## config.mk

```make
export PLATFORM = sky130hd
export DESIGN_NAME = mbox_flag_ctrl
export DESIGN_NICKNAME = d
export VERILOG_FILES = /design/src/rtl/mbox_pkg.sv /design/src/rtl/mbox_bus_dec.sv /design/src/rtl/mbox_cfg_reg.sv /design/src/rtl/mbox_flag_bank.sv /design/src/rtl/mbox_irq_gen.sv /design/src/rtl/mbox_flag_ctrl.sv
export SDC_FILE = /design/constraint.sdc
export NUM_CORES = 1
export LEC_CHECK = 0
export ABC_AREA = 1
export BUFFER_PORTS_ARGS = -buffer_cell sky130_fd_sc_hd__buf_2
export CORE_MARGIN = 5
export CORE_UTILIZATION = 25
export CTS_CLUSTER_SIZE = 14
export DETAILED_ROUTE_END_ITERATION = 16
export PLACE_DENSITY = 0.44
export SYNTH_ARGS = -nofsm -noshare
export SYNTH_HDL_FRONTEND = slang
export SYNTH_SLANG_ARGS = --single-unit
```

## constraint.sdc

```tcl
create_clock -name clk -period 1.1 [get_ports clk]
set_clock_uncertainty 0.1 [all_clocks]
set_input_delay 0.11 -clock clk [delete_from_list [all_inputs] [get_ports clk]]
set_output_delay 0.11 -clock clk [all_outputs]
set_load 0.1 [all_outputs]
```

## src/rtl/mbox_pkg.sv

```systemverilog
// Shared constants and types for the mailbox flag controller.
// Assumes exactly two processors and a 3-bit word address.
package mbox_pkg;
    localparam int unsigned DATA_W   = 32;
    localparam int unsigned ADDR_W   = 3;
    localparam int unsigned NUM_CPU  = 2;
    localparam int unsigned HI_LSB   = 16;  // base of upper per-channel field
    localparam int unsigned TXEN_BIT = 16;  // TX-free enable in control word
    localparam int unsigned RXEN_BIT = 0;   // RX-occupied enable in control word

    typedef enum logic [1:0] {
        ROLE_CTRL   = 2'd0,
        ROLE_MASK   = 2'd1,
        ROLE_SETCLR = 2'd2,
        ROLE_STAT   = 2'd3
    } reg_role_e;

    typedef enum logic [1:0] {
        SZ_BYTE = 2'd0,
        SZ_HALF = 2'd1,
        SZ_WORD = 2'd2,
        SZ_RSVD = 2'd3
    } acc_size_e;
endpackage

```

## src/rtl/mbox_bus_dec.sv

```systemverilog
// Decodes one bus access into per-processor write strobes and per-direction
// flag set/clear vectors. Non-word accesses are dropped here.
// Assumes NCH <= 16 so both per-channel fields fit in one 32-bit word.
module mbox_bus_dec
    import mbox_pkg::*;
#(
    parameter int unsigned NCH = 6
) (
    input  logic                            bus_sel,
    input  logic                            bus_wr,
    input  logic [ADDR_W-1:0]               bus_addr,
    input  logic [1:0]                      bus_size,
    input  logic [DATA_W-1:0]               bus_wdata,
    output logic [NUM_CPU-1:0]              wr_ctrl,
    output logic [NUM_CPU-1:0]              wr_mask,
    output logic [NUM_CPU-1:0][NCH-1:0]     set_vec,
    output logic [NUM_CPU-1:0][NCH-1:0]     clr_vec,
    output logic                            rd_acc,
    output logic                            rd_cpu,
    output reg_role_e                       rd_role
);
    logic                 word_acc;
    logic                 wr_acc;
    logic                 acc_cpu;
    reg_role_e            acc_role;
    logic [NUM_CPU-1:0]   sc_hit;
    logic                 unused_wdata;

    // Qualify the access: only full-word requests count.
    assign word_acc = bus_sel && (bus_size == SZ_WORD);
    assign wr_acc   = word_acc && bus_wr;
    assign rd_acc   = word_acc && !bus_wr;
    assign acc_cpu  = bus_addr[ADDR_W-1];
    assign acc_role = reg_role_e'(bus_addr[1:0]);
    assign rd_cpu   = acc_cpu;
    assign rd_role  = acc_role;

    // Bits outside the decoded fields are consumed here on purpose.
    assign unused_wdata = ^bus_wdata;

    generate
        for (genvar c = 0; c < NUM_CPU; c++) begin : g_cpu
            // Per-processor strobes for each writable role.
            assign wr_ctrl[c] = wr_acc && (acc_cpu == 1'(c)) && (acc_role == ROLE_CTRL);
            assign wr_mask[c] = wr_acc && (acc_cpu == 1'(c)) && (acc_role == ROLE_MASK);
            assign sc_hit[c]  = wr_acc && (acc_cpu == 1'(c)) && (acc_role == ROLE_SETCLR);
        end
        for (genvar d = 0; d < NUM_CPU; d++) begin : g_dir
            // Direction d is set by its sender and cleared by the other processor.
            assign set_vec[d] = sc_hit[d] ? bus_wdata[HI_LSB +: NCH] : '0;
            assign clr_vec[d] = sc_hit[NUM_CPU-1-d] ? bus_wdata[NCH-1:0] : '0;
        end
    endgenerate
endmodule

```

## src/rtl/mbox_cfg_reg.sv

```systemverilog
// Holds one processor's interrupt enables and per-channel masks.
// Masks reset to all ones (every channel masked), enables reset to zero.
module mbox_cfg_reg #(
    parameter int unsigned NCH = 6
) (
    input  logic           clk,
    input  logic           rst_n,
    input  logic           wr_ctrl,
    input  logic           wr_mask,
    input  logic           txen_d,
    input  logic           rxen_d,
    input  logic [NCH-1:0] free_d,
    input  logic [NCH-1:0] occ_d,
    output logic           tx_en,
    output logic           rx_en,
    output logic [NCH-1:0] free_mask,
    output logic [NCH-1:0] occ_mask
);
    // Enable bits, loaded from a control-word write.
    always_ff @(posedge clk) begin
        if (!rst_n) begin
            tx_en <= 1'b0;
            rx_en <= 1'b0;
        end else if (wr_ctrl) begin
            tx_en <= txen_d;
            rx_en <= rxen_d;
        end
    end

    // Channel masks, loaded from a mask-word write.
    always_ff @(posedge clk) begin
        if (!rst_n) begin
            free_mask <= '1;
            occ_mask  <= '1;
        end else if (wr_mask) begin
            free_mask <= free_d;
            occ_mask  <= occ_d;
        end
    end
endmodule

```

## src/rtl/mbox_flag_bank.sv

```systemverilog
// Channel flags of one direction. Set bits mark channels occupied and clear
// bits mark them free. A single bus write never drives both for the same bank,
// but set is given priority if it ever did.
module mbox_flag_bank #(
    parameter int unsigned NCH = 6
) (
    input  logic           clk,
    input  logic           rst_n,
    input  logic [NCH-1:0] set_vec,
    input  logic [NCH-1:0] clr_vec,
    output logic [NCH-1:0] flags
);
    // Flag update from write-one strobes.
    always_ff @(posedge clk) begin
        if (!rst_n) begin
            flags <= '0;
        end else begin
            flags <= (flags & ~clr_vec) | set_vec;
        end
    end
endmodule

```

## src/rtl/mbox_irq_gen.sv

```systemverilog
// Builds one processor's two level interrupts from masked flag state.
// Outputs are registered, so they trail the flags/masks by one cycle.
module mbox_irq_gen #(
    parameter int unsigned NCH = 6
) (
    input  logic           clk,
    input  logic           rst_n,
    input  logic           tx_en,
    input  logic           rx_en,
    input  logic [NCH-1:0] free_mask,
    input  logic [NCH-1:0] occ_mask,
    input  logic [NCH-1:0] tx_flags,
    input  logic [NCH-1:0] rx_flags,
    output logic           txfree_irq,
    output logic           rxocc_irq
);
    logic any_free;
    logic any_occ;

    // Reduce unmasked channel conditions.
    assign any_free = |(~tx_flags & ~free_mask);
    assign any_occ  = |(rx_flags & ~occ_mask);

    // Register the gated levels.
    always_ff @(posedge clk) begin
        if (!rst_n) begin
            txfree_irq <= 1'b0;
            rxocc_irq  <= 1'b0;
        end else begin
            txfree_irq <= tx_en && any_free;
            rxocc_irq  <= rx_en && any_occ;
        end
    end
endmodule

```

## src/rtl/mbox_flag_ctrl.sv

```systemverilog
// Top of the mailbox flag controller: bus decode, two configuration banks,
// two flag directions, two interrupt generators and the registered read mux.
// Assumes a single-cycle bus with no wait states; NCH <= 16.
module mbox_flag_ctrl
    import mbox_pkg::*;
#(
    parameter int unsigned NCH = 6
) (
    input  logic              clk,
    input  logic              rst_n,
    input  logic              bus_sel,
    input  logic              bus_wr,
    input  logic [2:0]        bus_addr,
    input  logic [1:0]        bus_size,
    input  logic [31:0]       bus_wdata,
    output logic [31:0]       bus_rdata,
    output logic              cpu1_txfree_irq,
    output logic              cpu1_rxocc_irq,
    output logic              cpu2_txfree_irq,
    output logic              cpu2_rxocc_irq
);
    logic [NUM_CPU-1:0]          wr_ctrl;
    logic [NUM_CPU-1:0]          wr_mask;
    logic [NUM_CPU-1:0][NCH-1:0] set_vec;
    logic [NUM_CPU-1:0][NCH-1:0] clr_vec;
    logic                        rd_acc;
    logic                        rd_cpu;
    reg_role_e                   rd_role;

    logic [NUM_CPU-1:0]          tx_en;
    logic [NUM_CPU-1:0]          rx_en;
    logic [NUM_CPU-1:0][NCH-1:0] free_mask;
    logic [NUM_CPU-1:0][NCH-1:0] occ_mask;
    logic [NUM_CPU-1:0][NCH-1:0] tx_flags;
    logic [NUM_CPU-1:0]          txfree_irq;
    logic [NUM_CPU-1:0]          rxocc_irq;
    logic [DATA_W-1:0]           rd_next;

    mbox_bus_dec #(.NCH(NCH)) u_dec (
        .bus_sel   (bus_sel),
        .bus_wr    (bus_wr),
        .bus_addr  (bus_addr),
        .bus_size  (bus_size),
        .bus_wdata (bus_wdata),
        .wr_ctrl   (wr_ctrl),
        .wr_mask   (wr_mask),
        .set_vec   (set_vec),
        .clr_vec   (clr_vec),
        .rd_acc    (rd_acc),
        .rd_cpu    (rd_cpu),
        .rd_role   (rd_role)
    );

    generate
        for (genvar c = 0; c < NUM_CPU; c++) begin : g_cpu
            mbox_cfg_reg #(.NCH(NCH)) u_cfg (
                .clk       (clk),
                .rst_n     (rst_n),
                .wr_ctrl   (wr_ctrl[c]),
                .wr_mask   (wr_mask[c]),
                .txen_d    (bus_wdata[TXEN_BIT]),
                .rxen_d    (bus_wdata[RXEN_BIT]),
                .free_d    (bus_wdata[HI_LSB +: NCH]),
                .occ_d     (bus_wdata[NCH-1:0]),
                .tx_en     (tx_en[c]),
                .rx_en     (rx_en[c]),
                .free_mask (free_mask[c]),
                .occ_mask  (occ_mask[c])
            );

            // Direction c is the transmit direction of processor c.
            mbox_flag_bank #(.NCH(NCH)) u_bank (
                .clk     (clk),
                .rst_n   (rst_n),
                .set_vec (set_vec[c]),
                .clr_vec (clr_vec[c]),
                .flags   (tx_flags[c])
            );

            mbox_irq_gen #(.NCH(NCH)) u_irq (
                .clk        (clk),
                .rst_n      (rst_n),
                .tx_en      (tx_en[c]),
                .rx_en      (rx_en[c]),
                .free_mask  (free_mask[c]),
                .occ_mask   (occ_mask[c]),
                .tx_flags   (tx_flags[c]),
                .rx_flags   (tx_flags[NUM_CPU-1-c]),
                .txfree_irq (txfree_irq[c]),
                .rxocc_irq  (rxocc_irq[c])
            );
        end
    endgenerate

    // Assemble the addressed word; reserved bits and set/clear words stay 0.
    always_comb begin
        rd_next = '0;
        if (rd_acc) begin
            case (rd_role)
                ROLE_CTRL: begin
                    rd_next[TXEN_BIT] = tx_en[rd_cpu];
                    rd_next[RXEN_BIT] = rx_en[rd_cpu];
                end
                ROLE_MASK: begin
                    rd_next[HI_LSB +: NCH] = free_mask[rd_cpu];
                    rd_next[NCH-1:0]       = occ_mask[rd_cpu];
                end
                ROLE_STAT: rd_next[NCH-1:0] = tx_flags[rd_cpu];
                default:   rd_next = '0;
            endcase
        end
    end

    // Register read data for the cycle after the request.
    always_ff @(posedge clk) begin
        if (!rst_n) begin
            bus_rdata <= '0;
        end else begin
            bus_rdata <= rd_next;
        end
    end

    assign cpu1_txfree_irq = txfree_irq[0];
    assign cpu1_rxocc_irq  = rxocc_irq[0];
    assign cpu2_txfree_irq = txfree_irq[1];
    assign cpu2_rxocc_irq  = rxocc_irq[1];
endmodule

```

==> metrics.cfg <==
[run_status]
outcome = completed

[synthesis]
synth_top_family_by_area = simple AND/OR/NAND/NOR gates
syn_area_um2 = 2587
ys.warnings.count = 0
avgSynthCellArea_um2 = 7.457
synth_seq_cells = 56
seq_area_frac_synth_pct = 43.33
synthSimpleGateAreaFrac_pct = 29.06
synthCells = 347
synthMuxAreaShare_pct = 0
yosysUniqueCellTypes = 24
synth_xor_area_share_pct = 0
synth-adder-area-share_pct = 0
synth_compound_area_share_pct = 13.93

[place]
numPlacedInstances = 530
gp_congestion = 0.7965
pre_cts_ws_ps = -204.0
dp.final_hpwl_um = 5813
portBuffers = 36

[worst_setup_path]
r2r_slack_ps = 70
cp.buffers_inverters = 1
crit_family = flip-flops
slowest_delay_ps = 360
arrival_ps = 850
r2r_cells = 4
worst_ep_required_time_ps = 890
critPathLaunchType = flop
rr_endpoint = g_cpu[0].u_irq.rxocc_irq$_SDFF_PN0_
cp-end-kind = primary output
crit_chain = buf_12
timing.rr.start = g_cpu[1].u_bank.flags[0]$_SDFF_PN0_
worst-path-max-fanout = 1
worstSetupPathType = flop to primary output
critical-path-slowest-cell = dfxtp_2

[drt]
dr.pass1.iters = 4
vias = 2487
drc = 0
routed_wl_um = 7927
viasPerCell = 4.530
ant_nets = 0
drt_iter0_drc = 225
wl_per_cell_um = 14.44

[grt]
gr-total-overflow = 0
grt_util_met1_pct = 17.97
grt_usage_pct = 12.83
top_usage_layer = met2
grt_pass1_vias = 2428
grt_max_degree = 29
grt_util_met3_pct = 2.174
grt_use_met2_pct = 20.22
grt_pass1_wl_um = 12970
antenna_found_initial = 0

[timing]
finalSetupViolations = 0
slew_violations = 0
setup_ws_ps = 41.57
layout_min_cycle_time_ps = 1058
setup-tns-final_ps = 0
finalCritPeriodShare_pct = 96.22
finalHoldViolCount = 0
fmax_ghz = 0.9448

[min_path]
hold_path.class = input port to flop
holdPathStages = 3
min_from = bus_wdata[0]
hold_end = g_cpu[0].u_cfg.rx_en$_SDFFE_PN0P_

[cells_and_area]
final_common_cell = nand2_1
nFillCells = 1083
final_cells = 549
antenna_cells = 0
syn_to_final_growth_pct = 36.17
nNetsFinal = 453
drive_gt1_share_pct = 26.88
layout_common_cells = nand2_1 (85), a21oi_1 (36), dfxtp_1 (33), buf_4 (28), nand4_1 (24)

[flow_run]
cap_violations = 0

[floorplan]
die_x_um = 111.7
rows = 37
ios = 77
core-area_um2 = 10230
die_h_um = 111.7
die_area_um2 = 12480
start_util_pct = 25.29

[cts]
worstSkewPairLatency_ps = 310
clk_pin_slew_ps = 100
root_buffer = clkbuf_8
htree_levels = 2
clock_path_buffers = 2
clock_sink_count = 56
tritoncts = built
cts_inserted_buffers = 5

[pwr]
p_leak_uw = 0.001530
p_per_area_nw_per_um2 = 1199
vdd_drop_max_mv = 0.5333
p_total_uw = 4225

## sequential cells by signal, indices dropped and copies added, names as in the netlist
register	count
g_cpu.u_irq.rxocc_irq	2
g_cpu.u_cfg.tx_en	2
g_cpu.u_bank.flags	12
g_cpu.u_cfg.free_mask	12
bus_rdata	12
g_cpu.u_irq.txfree_irq	2
g_cpu.u_cfg.occ_mask	12
g_cpu.u_cfg.rx_en	2
## final cells by class
class,instances,area (um^2),area share [%]
clock inverter,1,30.03,0.8523
sequential,56,1150,32.63
tap,136,170.2,4.830
multi-input combinational,245,1201,34.09
timing repair buffer,76,770.7,21.87
inverter,28,105.1,2.983
clock buffer,7,96.34,2.734
## report_power, final
part / switching (uW) / internal (uW)
Clock: 695 / 805
Sequential: 10.0 / 2040
Combinational: 531 / 146
## synth_stat cells
master    instances  area share (%)
buf_2             7             1.4
inv_1            22             3.2
clkinv_1          2            0.29
conb_1            1            0.14
nor3_1            3            0.58
clkbuf_1          6            0.87
dfxtp_1          56              43
nand2_4           1            0.44
nand2_1          85              12
nand3_2           1            0.39
nor2_1           16             2.3
o22ai_1          10             2.4
o211ai_1          5             1.5
a21oi_1          37             7.2
nor3_2            1            0.39
o21ai_0          15             2.9
buf_6             2            0.87
nand3_1          23             4.4
inv_2             4            0.58
buf_4            22             6.4
nand4_1          24             5.8
nand3_4           2             1.4
nor2_8            1            0.77
nor2_2            1            0.24
## logic make-up (layout without fill, tap and decap cells)
kind of cell | after synthesis | in the layout
simple gates | 158 | 158
compound gates | 67 | 67
buf+inv | 65 | 112
flops | 56 | 56
other cells | 1 | 20
## metrics by stage
step	instance area [um^2]	util (%)	hold slack, ps
6_report	3523	34.44	5.166
5_1_grt	3523	34.44	2.780
4_1_cts	3493	34.14	2.198
3_5_place_dp	3267	31.93	273.8
3_3_place_gp	3267	31.93	272.3
2_1_floorplan	2679	-	123.2
## metal layers
metal	share of wire, %	up-vias	routed length (um)
li1	-	1252	-
met1	47	1143	3697
met2	47	81	3704
met3	5.4	11	428
met4	1.2	0	97
met5	0	-	0
## timing repair
action	CTS	global route
endpoints found under the setup margin	0	5
hold buffers	10	0
setup buffers	0	1
hold endpoints to repair	26	0
resized for setup	0	12
## worst max-delay path by stage
stage	from	endpoint	slack, ps	depth (start not counted)
global placement	bus_size[0]	g_cpu[0].u_cfg.tx_en$_SDFFE_PN0P_	-170	9
global route	g_cpu[0].u_cfg.occ_mask[0]$_SDFFE_PN1P_	bus_rdata[0]$_SDFF_PN0_	-0.4	6
floorplan	bus_size[0]	g_cpu[0].u_cfg.occ_mask[3]$_SDFFE_PN1P_	50	7
finish	bus_rdata[20]$_SDFF_PN0_	bus_rdata[20]	40	1
detailed placement	bus_size[0]	g_cpu[1].u_cfg.tx_en$_SDFFE_PN0P_	-200	9
CTS	g_cpu[1].u_bank.flags[0]$_SDFF_PN0_	bus_rdata[0]$_SDFF_PN0_	5	6
No activity file was read; power rests on OpenSTA's default activity.
